$ cat config.mk
export PLATFORM = sky130hd
export DESIGN_NAME = zm_automute
export DESIGN_NICKNAME = d
export VERILOG_FILES = /design/src/rtl/zm_pkg.sv /design/src/rtl/zm_zero_det.sv /design/src/rtl/zm_pin_map.sv /design/src/rtl/zm_mute_mix.sv /design/src/rtl/zm_automute.sv
export SDC_FILE = /design/constraint.sdc
export NUM_CORES = 1
export LEC_CHECK = 0
export BUFFER_PORTS_ARGS = -buffer_cell sky130_fd_sc_hd__buf_4
export CORE_MARGIN = 3
export CORE_UTILIZATION = 47
export CTS_CLUSTER_DIAMETER = 80
export DETAILED_ROUTE_END_ITERATION = 10
export PLACE_DENSITY = 0.87
export RECOVER_POWER = 50
export SLEW_MARGIN = 15
export SYNTH_ARGS = -nofsm -noshare
export SYNTH_HDL_FRONTEND = slang
export SYNTH_SLANG_ARGS = --single-unit
export TNS_END_PERCENT = 50
$ cat constraint.sdc
create_clock -name clk -period 5.4 [get_ports clk]
set_clock_uncertainty 0.15 [all_clocks]
set_input_delay 0.81 -clock clk [delete_from_list [all_inputs] [get_ports clk]]
set_output_delay 0.81 -clock clk [all_outputs]
set_load 0.005 [all_outputs]
$ cat src/rtl/zm_pkg.sv
package zm_pkg;
   // Largest converter count the 2-bit selector can address.
   localparam int unsigned MAX_DAC = 3;
   localparam int unsigned SEL_W   = 2;
   // Selector code that ties the pin to every converter.
   localparam logic [SEL_W-1:0] SEL_ALL = 2'b00;
   typedef logic [SEL_W-1:0] pin_sel_t;
endpackage

$ cat src/rtl/zm_zero_det.sv
// Per-converter run counter: raises the flag on the frame after ZERO_RUN
// consecutive all-zero frames, clears on any nonzero frame.
module zm_zero_det #(
   parameter int unsigned SMP_W    = 24,
   parameter int unsigned ZERO_RUN = 1024
) (
   input  logic             clk,
   input  logic             rst_n,
   input  logic             vld,
   input  logic [SMP_W-1:0] left,
   input  logic [SMP_W-1:0] right,
   output logic             flag
);
   localparam int unsigned CNT_W = $clog2(ZERO_RUN + 1);
   localparam logic [CNT_W-1:0] CNT_TOP = CNT_W'(ZERO_RUN);

   generate
      if (ZERO_RUN < 1) begin : g_bad_run
         $error("zm_zero_det: ZERO_RUN must be at least 1");
      end
      if (SMP_W < 1) begin : g_bad_width
         $error("zm_zero_det: SMP_W must be at least 1");
      end
   endgenerate

   logic [CNT_W-1:0] run_cnt;
   logic             frame_zero;

   assign frame_zero = (left == '0) && (right == '0);

   always_ff @(posedge clk) begin
      if (!rst_n) begin
         run_cnt <= '0;
         flag    <= 1'b0;
      end else if (vld) begin
         if (frame_zero) begin
            if (run_cnt == CNT_TOP) flag <= 1'b1;
            else                    run_cnt <= run_cnt + 1'b1;
         end else begin
            run_cnt <= '0;
            flag    <= 1'b0;
         end
      end
   end
endmodule

$ cat src/rtl/zm_pin_map.sv
// Decodes the selector, forms the pin drive value and the effective pin level.
module zm_pin_map
   import zm_pkg::*;
#(
   parameter int unsigned NDAC = 3
) (
   input  logic [NDAC-1:0] flags,
   input  pin_sel_t        sel,
   input  logic            out_en,
   input  logic            pin_in,
   output logic [NDAC-1:0] mask,
   output logic            pin_drive,
   output logic            pin_lvl
);
   generate
      if (NDAC < 1 || NDAC > MAX_DAC) begin : g_bad_ndac
         $error("zm_pin_map: NDAC must lie between 1 and MAX_DAC");
      end
      for (genvar i = 0; i < NDAC; i++) begin : g_mask
         assign mask[i] = (sel == SEL_ALL) || (sel == SEL_W'(i + 1));
      end
   endgenerate

   logic sel_idle;
   assign sel_idle  = (|mask) && ((flags & mask) == mask);
   assign pin_drive = out_en & sel_idle;
   assign pin_lvl   = out_en ? pin_drive : pin_in;
endmodule

$ cat src/rtl/zm_mute_mix.sv
// Per-converter OR of the global, direct and gated pin-derived mutes.
module zm_mute_mix #(
   parameter int unsigned NDAC = 3
) (
   input  logic            all_mute,
   input  logic [NDAC-1:0] ch_mute,
   input  logic            amute_en,
   input  logic [NDAC-1:0] mask,
   input  logic            pin_lvl,
   output logic [NDAC-1:0] soft_mute
);
   logic pin_term;
   assign pin_term = amute_en & pin_lvl;

   generate
      for (genvar i = 0; i < NDAC; i++) begin : g_mix
         assign soft_mute[i] = all_mute | ch_mute[i] | (pin_term & mask[i]);
      end
   endgenerate
endmodule

$ cat src/rtl/zm_automute.sv
module zm_automute
   import zm_pkg::*;
#(
   parameter int unsigned NDAC     = 3,
   parameter int unsigned SMP_W    = 24,
   parameter int unsigned ZERO_RUN = 1024
) (
   input  logic                  clk,
   input  logic                  rst_n,
   input  logic                  smp_vld,
   input  logic [NDAC*SMP_W-1:0] smp_l,
   input  logic [NDAC*SMP_W-1:0] smp_r,
   input  logic [NDAC-1:0]       ch_mute,
   input  logic                  all_mute,
   input  logic                  amute_en,
   input  logic                  pin_out_en,
   input  logic [1:0]            pin_sel,
   input  logic                  mpin_in,
   output logic                  mpin_out,
   output logic                  mpin_oe,
   output logic [NDAC-1:0]       zflag,
   output logic [NDAC-1:0]       soft_mute
);
   logic [NDAC-1:0] sel_mask;
   logic            pin_drive;
   logic            pin_lvl;

   generate
      for (genvar i = 0; i < NDAC; i++) begin : g_det
         zm_zero_det #(.SMP_W(SMP_W), .ZERO_RUN(ZERO_RUN)) u_det (
            .clk   (clk),
            .rst_n (rst_n),
            .vld   (smp_vld),
            .left  (smp_l[i*SMP_W +: SMP_W]),
            .right (smp_r[i*SMP_W +: SMP_W]),
            .flag  (zflag[i])
         );
      end
   endgenerate

   zm_pin_map #(.NDAC(NDAC)) u_map (
      .flags     (zflag),
      .sel       (pin_sel),
      .out_en    (pin_out_en),
      .pin_in    (mpin_in),
      .mask      (sel_mask),
      .pin_drive (pin_drive),
      .pin_lvl   (pin_lvl)
   );

   zm_mute_mix #(.NDAC(NDAC)) u_mix (
      .all_mute  (all_mute),
      .ch_mute   (ch_mute),
      .amute_en  (amute_en),
      .mask      (sel_mask),
      .pin_lvl   (pin_lvl),
      .soft_mute (soft_mute)
   );

   assign mpin_out = pin_drive;
   assign mpin_oe  = pin_out_en;
endmodule

==> flow_summary.yaml, run 1 <==
place:
  gp_congestion: 0.864
  place_inst: 559
  dp_hpwl_um: 6640
  portBuffers: 163
  postPlaceCellArea_um2: 3780
synthesis:
  synth_area_um2: 2580
  syn-num-nets: 515
  synthArstFlopShare_pct: 0
  ys_ff_latch: 36
  ys_warn_count: 0
  ys.flop_type: "dfxtp_1"
  synth_cell_types: 49
  synth_area_per_cell_um2: 7.39
  syn_inst: 349
  synth_edf_count: 0
  ys_seq_area_share_pct: 27.9
detailed_routing:
  drt_iter0_markers: 110
  drc_errors: 0
  wl_per_cell_um: 14.8
  first_pass_iters: 4
  ant_nets: 0
  vias_per_cell: 5.79
  vias: 3284
  routed_wl_um: 8380
floorplanning:
  initial_core_util_pct: 49.5
  dieArea_um2: 6410
  die_x_um: 80.1
  ios: 164
  row_count: 26
  core_region_area_um2: 5200
  die_y_um: 80.1
worst_hold_path:
  hp-class: "flop to flop"
  hp-start: "g_det[0].u_det.run_cnt[10]$_SDFFE_PN0P_"
power_and_ir_drop:
  p_clk_share_pct: 38.5
  p_int_uw: 482
  power_switching_uw: 144
  total_power_uw: 627
  netSwitchingFraction_pct: 23.0
  leakage_nw: 1.46
  seqPwrFrac_pct: 42.3
  vdd_drop_max_mv: 0.119
  power_density_nw_per_um2: 161
  p_comb_share_pct: 19.2
critical_path:
  startpoint: "smp_vld"
  r2r-start: "g_det[2].u_det.run_cnt[0]$_SDFFE_PN0P_"
  arrival_ns: 3.61
  critPathLaunchType: "primary input"
  cpPeakStageDelay_ns: 0.84
  crit_slowest_cell: "inv_1"
  crit_type: "primary input to flop"
  critPathMaxFanout: 39
  end_kind: "flop"
  path_cells: "clkbuf_1, inv_1, or4_1, a211o_1, a21oi_1"
  worst_ep_required_time_ns: 5.48
final_layout:
  antennaDiodeCount: 0
  final_area_um2: 3890
  multi_input_area_um2: 1690
  regArea_um2: 721
  fillers: 464
  fin_util_pct: 74.7
  drive_gt1_share_pct: 36.0
  final_cells: 567
  area_delta_synth_final_pct: 50.8
  nNetsFinal: 662
timing:
  tns_ns: 0
  slew_headroom_pct: 25.0
  worst_pin_slew_ns: 1.12
  hold_viol_final: 0
  report.final.slew_viol_count: 0
  rsz0062_at_grt: "false"
  period_needed_ns: 3.53
  period_share_pct: 65.4
  setup_violations: 0
  fmax_ghz: 0.283
clock_network:
  cts_hold_buf: 0
  cts.sinks: 36
  cts_buffers: 5
  htree_num_levels: 2
  insertion_delay_ns: 0.30
  cts_resized: 0
  cts_tree: "built"
  root_buffer: "clkbuf_8"
  clock_path_buffers: 2
  cts_setup_buffers: 0
  clk_pin_slew_ns: 0.08
grt:
  antenna_found_initial: 0
  grt_max_degree: 40
  grt_overflow: 0
  grt_pass1_wl_um: 13300
  grt_pass1_vias: 3132
  grt_usage_pct: 26.0
run_status:
  status: "completed"
run:
  drv_cap: 0
[registers in the layout, indices dropped and copies added (netlist names)]
signal and count:
g_det.u_det.run_cnt 33, g_det.u_det.flag 3
[synth_stat cells (all sizes together) (10+ instances only)]
cell	number	area, µm²
buf	10	65.1
inv	16	60.1
o21ai	17	85.1
dfxtp	36	721
ha	10	125
nor2	17	63.8
or3	13	82.6
a21oi	22	110
nand4	20	125
nor4	47	322
nand2	45	169
clkbuf	13	48.8
nand3	10	55.1
[final timing paths]
check	end	slack [ns]	cells after the start
worst max-delay path	g_det[2].u_det.run_cnt[7]$_SDFFE_PN0P_	1.87	5
worst min-delay path	g_det[0].u_det.run_cnt[10]$_SDFFE_PN0P_	0.35	2
worst max register to register	g_det[2].u_det.run_cnt[6]$_SDFFE_PN0P_	3.33	6
worst min register to register	g_det[0].u_det.run_cnt[10]$_SDFFE_PN0P_	0.35	2
[cell families after synthesis]
family                     Yosys count  share of synthesized area [%]
AOI/OAI and AO/OA                   78                           19.6
and+or+nand+nor                    186                           40.9
DFF                                 36                           27.9
buffers and inverters               39                           6.74
adders and majority gates           10                           4.85
[cell type report]
cell class / count / share of cell area [%]
clock buffer: 5 / 1.77
clock inverter: 3 / 1.09
timing repair buffer: 163 / 31.4
tap: 70 / 2.25
multi-input combinational: 274 / 43.4
sequential: 36 / 18.5
inverter: 16 / 1.54
[routing by layer]
layer  vias up  part of all wire [%]  global-route usage [%]
li1       1624                     -                       -
met1      1510                    38                    27.3
met2       143                    52                    50.0
met3         7                   8.9                    6.61
met4         0                  0.80                    7.77
met5         -                     0                       0
[through the flow]
step | hold WS [ns] | setup slack (ns)
6_report | 0.348 | 1.87
5_1_grt | 0.394 | 1.67
4_1_cts | 0.344 | 2.36
3_5_place_dp | 0.329 | 2.07
3_3_place_gp | 0.320 | 2.23
2_1_floorplan | 0.304 | 2.69
[cells in the final DEF (no fill, tap or decap), drive strengths merged, types with 10 or more instances in the layout]
cell type / n
o21ai: 17
ha: 10
inv: 16
nand2: 45
nand3: 10
buf: 156
clkbuf: 12
nor2: 17
nand4: 20
or3: 13
dfxtp: 36
a21oi: 22
nor4: 47
[power by group through the flow]
stage / sequential (mW) / combinational, mW / clock [mW]
2_1_floorplan: 0.271 / 0.0257 / 0
3_3_place_gp: 0.271 / 0.119 / 0
3_5_place_dp: 0.271 / 0.122 / 0
4_1_cts: 0.265 / 0.122 / 0.247
5_1_grt: 0.265 / 0.131 / 0.254
6_report: 0.265 / 0.121 / 0.241
[critical path, delay by kind of cell]
family          cells  cell delay [ns]
compound gates      2             0.43
buf+inv             2             1.64
simple gates        1             0.70
No activity file was read; power rests on OpenSTA's default activity.
==> run 2: changes to the inputs <==
--- a/config.mk
+++ b/config.mk
@@ -7,10 +7,10 @@
 export LEC_CHECK = 0
 export BUFFER_PORTS_ARGS = -buffer_cell sky130_fd_sc_hd__buf_4
 export CORE_MARGIN = 3
-export CORE_UTILIZATION = 47
+export CORE_UTILIZATION = 43
 export CTS_CLUSTER_DIAMETER = 80
 export DETAILED_ROUTE_END_ITERATION = 10
-export PLACE_DENSITY = 0.87
+export PLACE_DENSITY = 0.81
 export RECOVER_POWER = 50
 export SLEW_MARGIN = 15
 export SYNTH_ARGS = -nofsm -noshare
==> constraint.sdc (replaced) <==
create_clock -name clk -period 3.6 [get_ports clk]
set_clock_uncertainty 0.15 [all_clocks]
set_input_delay 0.54 -clock clk [delete_from_list [all_inputs] [get_ports clk]]
set_output_delay 0.54 -clock clk [all_outputs]
set_load 0.005 [all_outputs]
==> run 2 against run 1 <==
  * Global-route usage shrank 2.3 points
  * Critical path type is now primary input to output pin
  * Clock-buffer cell count grew 3
  * Power is 40% higher
  * Cell count up 0.53%
  * Non-clock buffer count increased by 1
  * Wire length is 0.91% higher
  * Largest power group unchanged
  * Worst setup slack got worse by 0.70 ns
  * Combinational power grew 50%
==> flow_summary.yaml, run 2 (synthesis results as in run 1) <==
critical_path:
  end_kind: "output pin"
  critPathLaunchType: "primary input"
  r2r-start: "g_det[0].u_det.run_cnt[0]$_SDFFE_PN0P_"
  rrSetupSlack_ns: 1.54
  worst_ep_required_time_ns: 2.91
  crit_top_cell: "buf_4"
  cpPeakStageDelay_ns: 0.32
  arrival_ns: 1.74
  crit_type: "primary input to output pin"
  r2r_cells: 6
  path_cells: "buf_4, inv_1, ha_1, nand2_1, o221ai_1, nor2_1, o21ai_1, o21ai_0, buf_4"
  crit_slowest_cell: "ha_1"
  cp_num_buf_inv: 3
  r2r-end: "g_det[0].u_det.run_cnt[10]$_SDFFE_PN0P_"
  critPathMaxFanout: 3
  crit_family: "compound AO/OA/AOI/OAI gates"
power_and_ir_drop:
  power_density_nw_per_um2: 227
  leakage_nw: 1.45
  vdd_drop_max_mv: 0.165
  total_power_uw: 878
final_layout:
  largest_reg_flops: 33
  area_delta_synth_final_pct: 50.2
  fillers: 476
  drive_gt1_share_pct: 35.7
  nNetsFinal: 663
  final_cell_mix: "buf_4 (156), nand2_1 (45), nor4_1 (44)"
  largest_register: "g_det.u_det.run_cnt"
  final_cells: 570
  antennaDiodeCount: 0
  regArea_um2: 721
  multi_input_area_um2: 1680
  final_common_cell: "buf_4"
  reg_top3: "g_det.u_det.run_cnt x33, g_det.u_det.flag x3"
floorplanning:
  row_count: 27
  die_y_um: 83.4
  die_x_um: 83.4
  core_region_area_um2: 5640
  ios: 164
  dieArea_um2: 6960
  initial_core_util_pct: 45.7
timing:
  hold_viol_final: 0
  worst_pin_slew_ns: 0.738
  slew_headroom_pct: 50.8
  tns_ns: 0
  rsz0062_at_grt: "false"
  hold_ws_ns: 0.350
  setup_violations: 0
  period_share_pct: 67.4
  report.final.slew_viol_count: 0
  worst_slack_ns: 1.17
  fmax_ghz: 0.412
  period_needed_ns: 2.43
grt:
  grt_overflow: 0
  grt_pass1_wl_um: 14200
  grt_usage_pct: 23.6
  grt_pass1_vias: 3230
  antenna_found_initial: 0
  grt_max_degree: 40
clock_network:
  cts_tree: "built"
  clock_path_buffers: 2
  cts_buffers: 5
  insertion_delay_ns: 0.29
  cts_hold_buf: 0
  cts_resized: 0
  root_buffer: "clkbuf_8"
  htree_num_levels: 2
  cts_setup_buffers: 0
  clk_pin_slew_ns: 0.07
  cts.sinks: 36
place:
  portBuffers: 163
  dp_hpwl_um: 6670
  place_inst: 562
  place_ws_ns: 1.05
  gp_congestion: 0.844
detailed_routing:
  wl_per_cell_um: 14.8
  first_pass_iters: 4
  drc_errors: 0
  vias_per_cell: 5.81
  ant_nets: 0
  routed_wl_um: 8460
  drt_iter0_markers: 195
  vias: 3311
run:
  drv_cap: 0
worst_hold_path:
  holdPathStages: 2
  hp-class: "flop to flop"
  hp-start: "g_det[0].u_det.run_cnt[10]$_SDFFE_PN0P_"
  whs_endpoint: "g_det[0].u_det.run_cnt[10]$_SDFFE_PN0P_"
run_status:
  status: "completed"
[run 2: metrics by stage]
step	utilization (%)	cell area, µm²
final	68.6	3870
after global routing	68.6	3870
after CTS	68.7	3880
after detailed placement	67.1	3790
after global placement	67.1	3790
after floorplan	-	2580
[run 2: how the worst max path moves through the flow]
stage	endpoint	from	cells after the start	slack, ns
2_1_floorplan	soft_mute[0]	pin_sel[0]	7	1.43
3_3_place_gp	g_det[2].u_det.run_cnt[1]$_SDFFE_PN0P_	smp_r[65]	6	1.12
3_5_place_dp	g_det[2].u_det.run_cnt[0]$_SDFFE_PN0P_	smp_l[63]	6	1.05
4_1_cts	soft_mute[2]	pin_sel[0]	9	1.18
5_1_grt	soft_mute[2]	pin_sel[0]	9	0.94
6_report	soft_mute[2]	pin_sel[0]	9	1.17
[run 2: layer usage]
| layer | global-route usage [%] | part of all wire (%) |
|---|---|---|
| met3 | 7.14 | 9.0 |
| met2 | 43.9 | 51 |
| met5 | 0 | 0 |
| met1 | 26.6 | 39 |
| met4 | 4.82 | 1.2 |
[run 2: final cells by class]
type / instances / area share, %
repair buffers: 164 / 31.7
flip-flops and latches: 36 / 18.6
well taps: 72 / 2.33
clock buffers: 8 / 2.33
multi-input cells: 274 / 43.5
inverters: 16 / 1.55
[run 2: tightest hold or removal path, cell delays in order (launching register included)]
cell,delay [ns]
dfxtp_1,0.34
nand2_1,0.06
a21oi_1,0.05
[run 2: report_power, final]
group                 switching (mW)  internal, mW
clock                          0.143         0.156
sequential     0.0000000000000000619         0.398
combinational                 0.0602         0.121
==> run 3: changes to the inputs <==
==> constraint.sdc (replaced) <==
create_clock -name clk -period 2.5 [get_ports clk]
set_clock_uncertainty 0.15 [all_clocks]
set_input_delay 0.375 -clock clk [delete_from_list [all_inputs] [get_ports clk]]
set_output_delay 0.375 -clock clk [all_outputs]
set_load 0.005 [all_outputs]
==> run 3 against run 2 <==
  * Wire length fell by 0.64%
  * Cell count grew 0.70%
  * Register-to-register slack worse by 1.1 ns
  * Clock-buffer cell count decreased by 2
  * First-iteration DRC count shrank 31%
  * Combinational power up 45%
  * Power increased by 40%
  * Flip-flop and latch count unchanged
  * Critical path depth is 2 lower
  * Critical path type is now primary input to flop
==> flow_summary.yaml, run 3 (synthesis results as in run 1) <==
run_status:
  status: "completed"
floorplanning:
  dieArea_um2: 6960
  initial_core_util_pct: 45.7
  ios: 164
  core_region_area_um2: 5640
  die_x_um: 83.4
  die_y_um: 83.4
  row_count: 27
detailed_routing:
  routed_wl_um: 8400
  vias_per_cell: 5.68
  drc_errors: 0
  drt_iter0_markers: 135
  vias: 3259
  wl_per_cell_um: 14.6
  ant_nets: 0
  first_pass_iters: 4
place:
  dp_hpwl_um: 6720
  portBuffers: 163
  place_ws_ns: 0.171
  gp_congestion: 0.818
timing:
  rsz0062_at_grt: "false"
  period_needed_ns: 2.14
  fmax_ghz: 0.466
  slew_headroom_pct: 64.5
  hold_viol_final: 0
  worst_pin_slew_ns: 0.532
  tns_ns: 0
  period_share_pct: 85.7
  report.final.slew_viol_count: 0
  setup_violations: 0
  worst_slack_ns: 0.356
critical_path:
  r2r-start: "g_det[0].u_det.run_cnt[0]$_SDFFE_PN0P_"
  r2r-end: "g_det[0].u_det.run_cnt[10]$_SDFFE_PN0P_"
  rrSetupSlack_ns: 0.42
  critPathMaxFanout: 13
  crit_slowest_cell: "clkbuf_1"
  arrival_ns: 2.16
  worst_ep_required_time_ns: 2.51
  end_kind: "flop"
  r2r_cells: 6
  path_cells: "clkbuf_4, nor4_1, nand4_1, nor3_1, clkbuf_1, nor2_1, a2111oi_0"
  startpoint: "smp_l[34]"
  critPathLaunchType: "primary input"
  crit_end: "g_det[1].u_det.run_cnt[5]$_SDFFE_PN0P_"
  crit_type: "primary input to flop"
  cpPeakStageDelay_ns: 0.44
clock_network:
  clock_path_buffers: 2
  cts_tree: "built"
  root_buffer: "clkbuf_8"
  insertion_delay_ns: 0.28
  cts_resized: 0
  cts.sinks: 36
  clk_pin_slew_ns: 0.07
  cts_hold_buf: 0
  cts_buffers: 5
  htree_num_levels: 2
  cts_setup_buffers: 0
grt:
  antenna_found_initial: 0
  grt_usage_pct: 24.0
  grt_overflow: 0
  grt_max_degree: 28
  grt_pass1_vias: 3191
  grt_pass1_wl_um: 14300
power_and_ir_drop:
  p_clk_share_pct: 31.9
  leakage_nw: 1.46
  vdd_drop_max_mv: 0.279
  netSwitchingFraction_pct: 23.5
  total_power_mw: 1.23
  seqPwrFrac_pct: 46.6
  p_comb_share_pct: 21.4
  power_switching_uw: 289
  power_density_nw_per_um2: 316
  p_int_uw: 940
final_layout:
  nNetsFinal: 668
  final_common_cell: "buf_4"
  drive_gt1_share_pct: 36.1
  fillers: 476
  area_delta_synth_final_pct: 50.8
  largest_reg_flops: 33
  antennaDiodeCount: 0
  final_cell_mix: "buf_4 (159), nand2_1 (45), nor4_1 (44)"
  multi_input_area_um2: 1680
  regArea_um2: 721
  reg_top3: "g_det.u_det.run_cnt x33, g_det.u_det.flag x3"
  largest_register: "g_det.u_det.run_cnt"
worst_hold_path:
  hp-class: "primary input to flop"
run:
  drv_cap: 0
[run 3: worst max-delay path: cells and delay by family]
kind | cells | cell delay [ns]
buffers and inverters | 2 | 0.55
AND/OR/NAND/NOR | 4 | 0.84
AO/OA/AOI/OAI | 1 | 0.39
[run 3: power groups by stage]
stage	clock, mW	sequential (mW)	combinational, mW
finish	0.392	0.573	0.263
global placement	0	0.586	0.259
global route	0.433	0.573	0.287
detailed placement	0	0.586	0.265
CTS	0.401	0.573	0.266
floorplan	0	0.586	0.0555
[run 3: worst min path at each step]
| stage | cells after the start | from | endpoint |
|---|---|---|---|
| 3_3_place_gp | 2 | g_det[1].u_det.run_cnt[10]$_SDFFE_PN0P_ | g_det[1].u_det.run_cnt[10]$_SDFFE_PN0P_ |
| 4_1_cts | 2 | rst_n | g_det[0].u_det.run_cnt[6]$_SDFFE_PN0P_ |
| 2_1_floorplan | 2 | g_det[0].u_det.run_cnt[10]$_SDFFE_PN0P_ | g_det[0].u_det.run_cnt[10]$_SDFFE_PN0P_ |
| 3_5_place_dp | 2 | g_det[0].u_det.run_cnt[10]$_SDFFE_PN0P_ | g_det[0].u_det.run_cnt[10]$_SDFFE_PN0P_ |
| 5_1_grt | 2 | rst_n | g_det[0].u_det.run_cnt[6]$_SDFFE_PN0P_ |
| 6_report | 2 | rst_n | g_det[0].u_det.run_cnt[6]$_SDFFE_PN0P_ |
[run 3: metrics by stage]
stage	cells	area (µm²)	hold WS (ns)	util (%)
floorplan	349	2580	0.304	-
global placement	567	3820	0.323	67.8
detailed placement	567	3820	0.330	67.8
CTS	574	3900	0.300	69.2
global route	574	3890	0.320	69.0
finish	574	3890	0.310	69.0
[run 3: per-layer routing]
metal  wire (µm)  track usage [%]
met5           0                0
met4          74             4.09
met3         717             6.05
met2        4260             45.2
met1        3350             27.4
[run 3: cell type report]
class / instances / area share, %
Multi-Input combinational cell: 274 / 43.3
Timing Repair Buffer: 169 / 32.3
Sequential cell: 36 / 18.5
Tap cell: 72 / 2.32
Clock buffer: 6 / 1.87
Inverter: 16 / 1.54
Clock inverter: 1 / 0.129
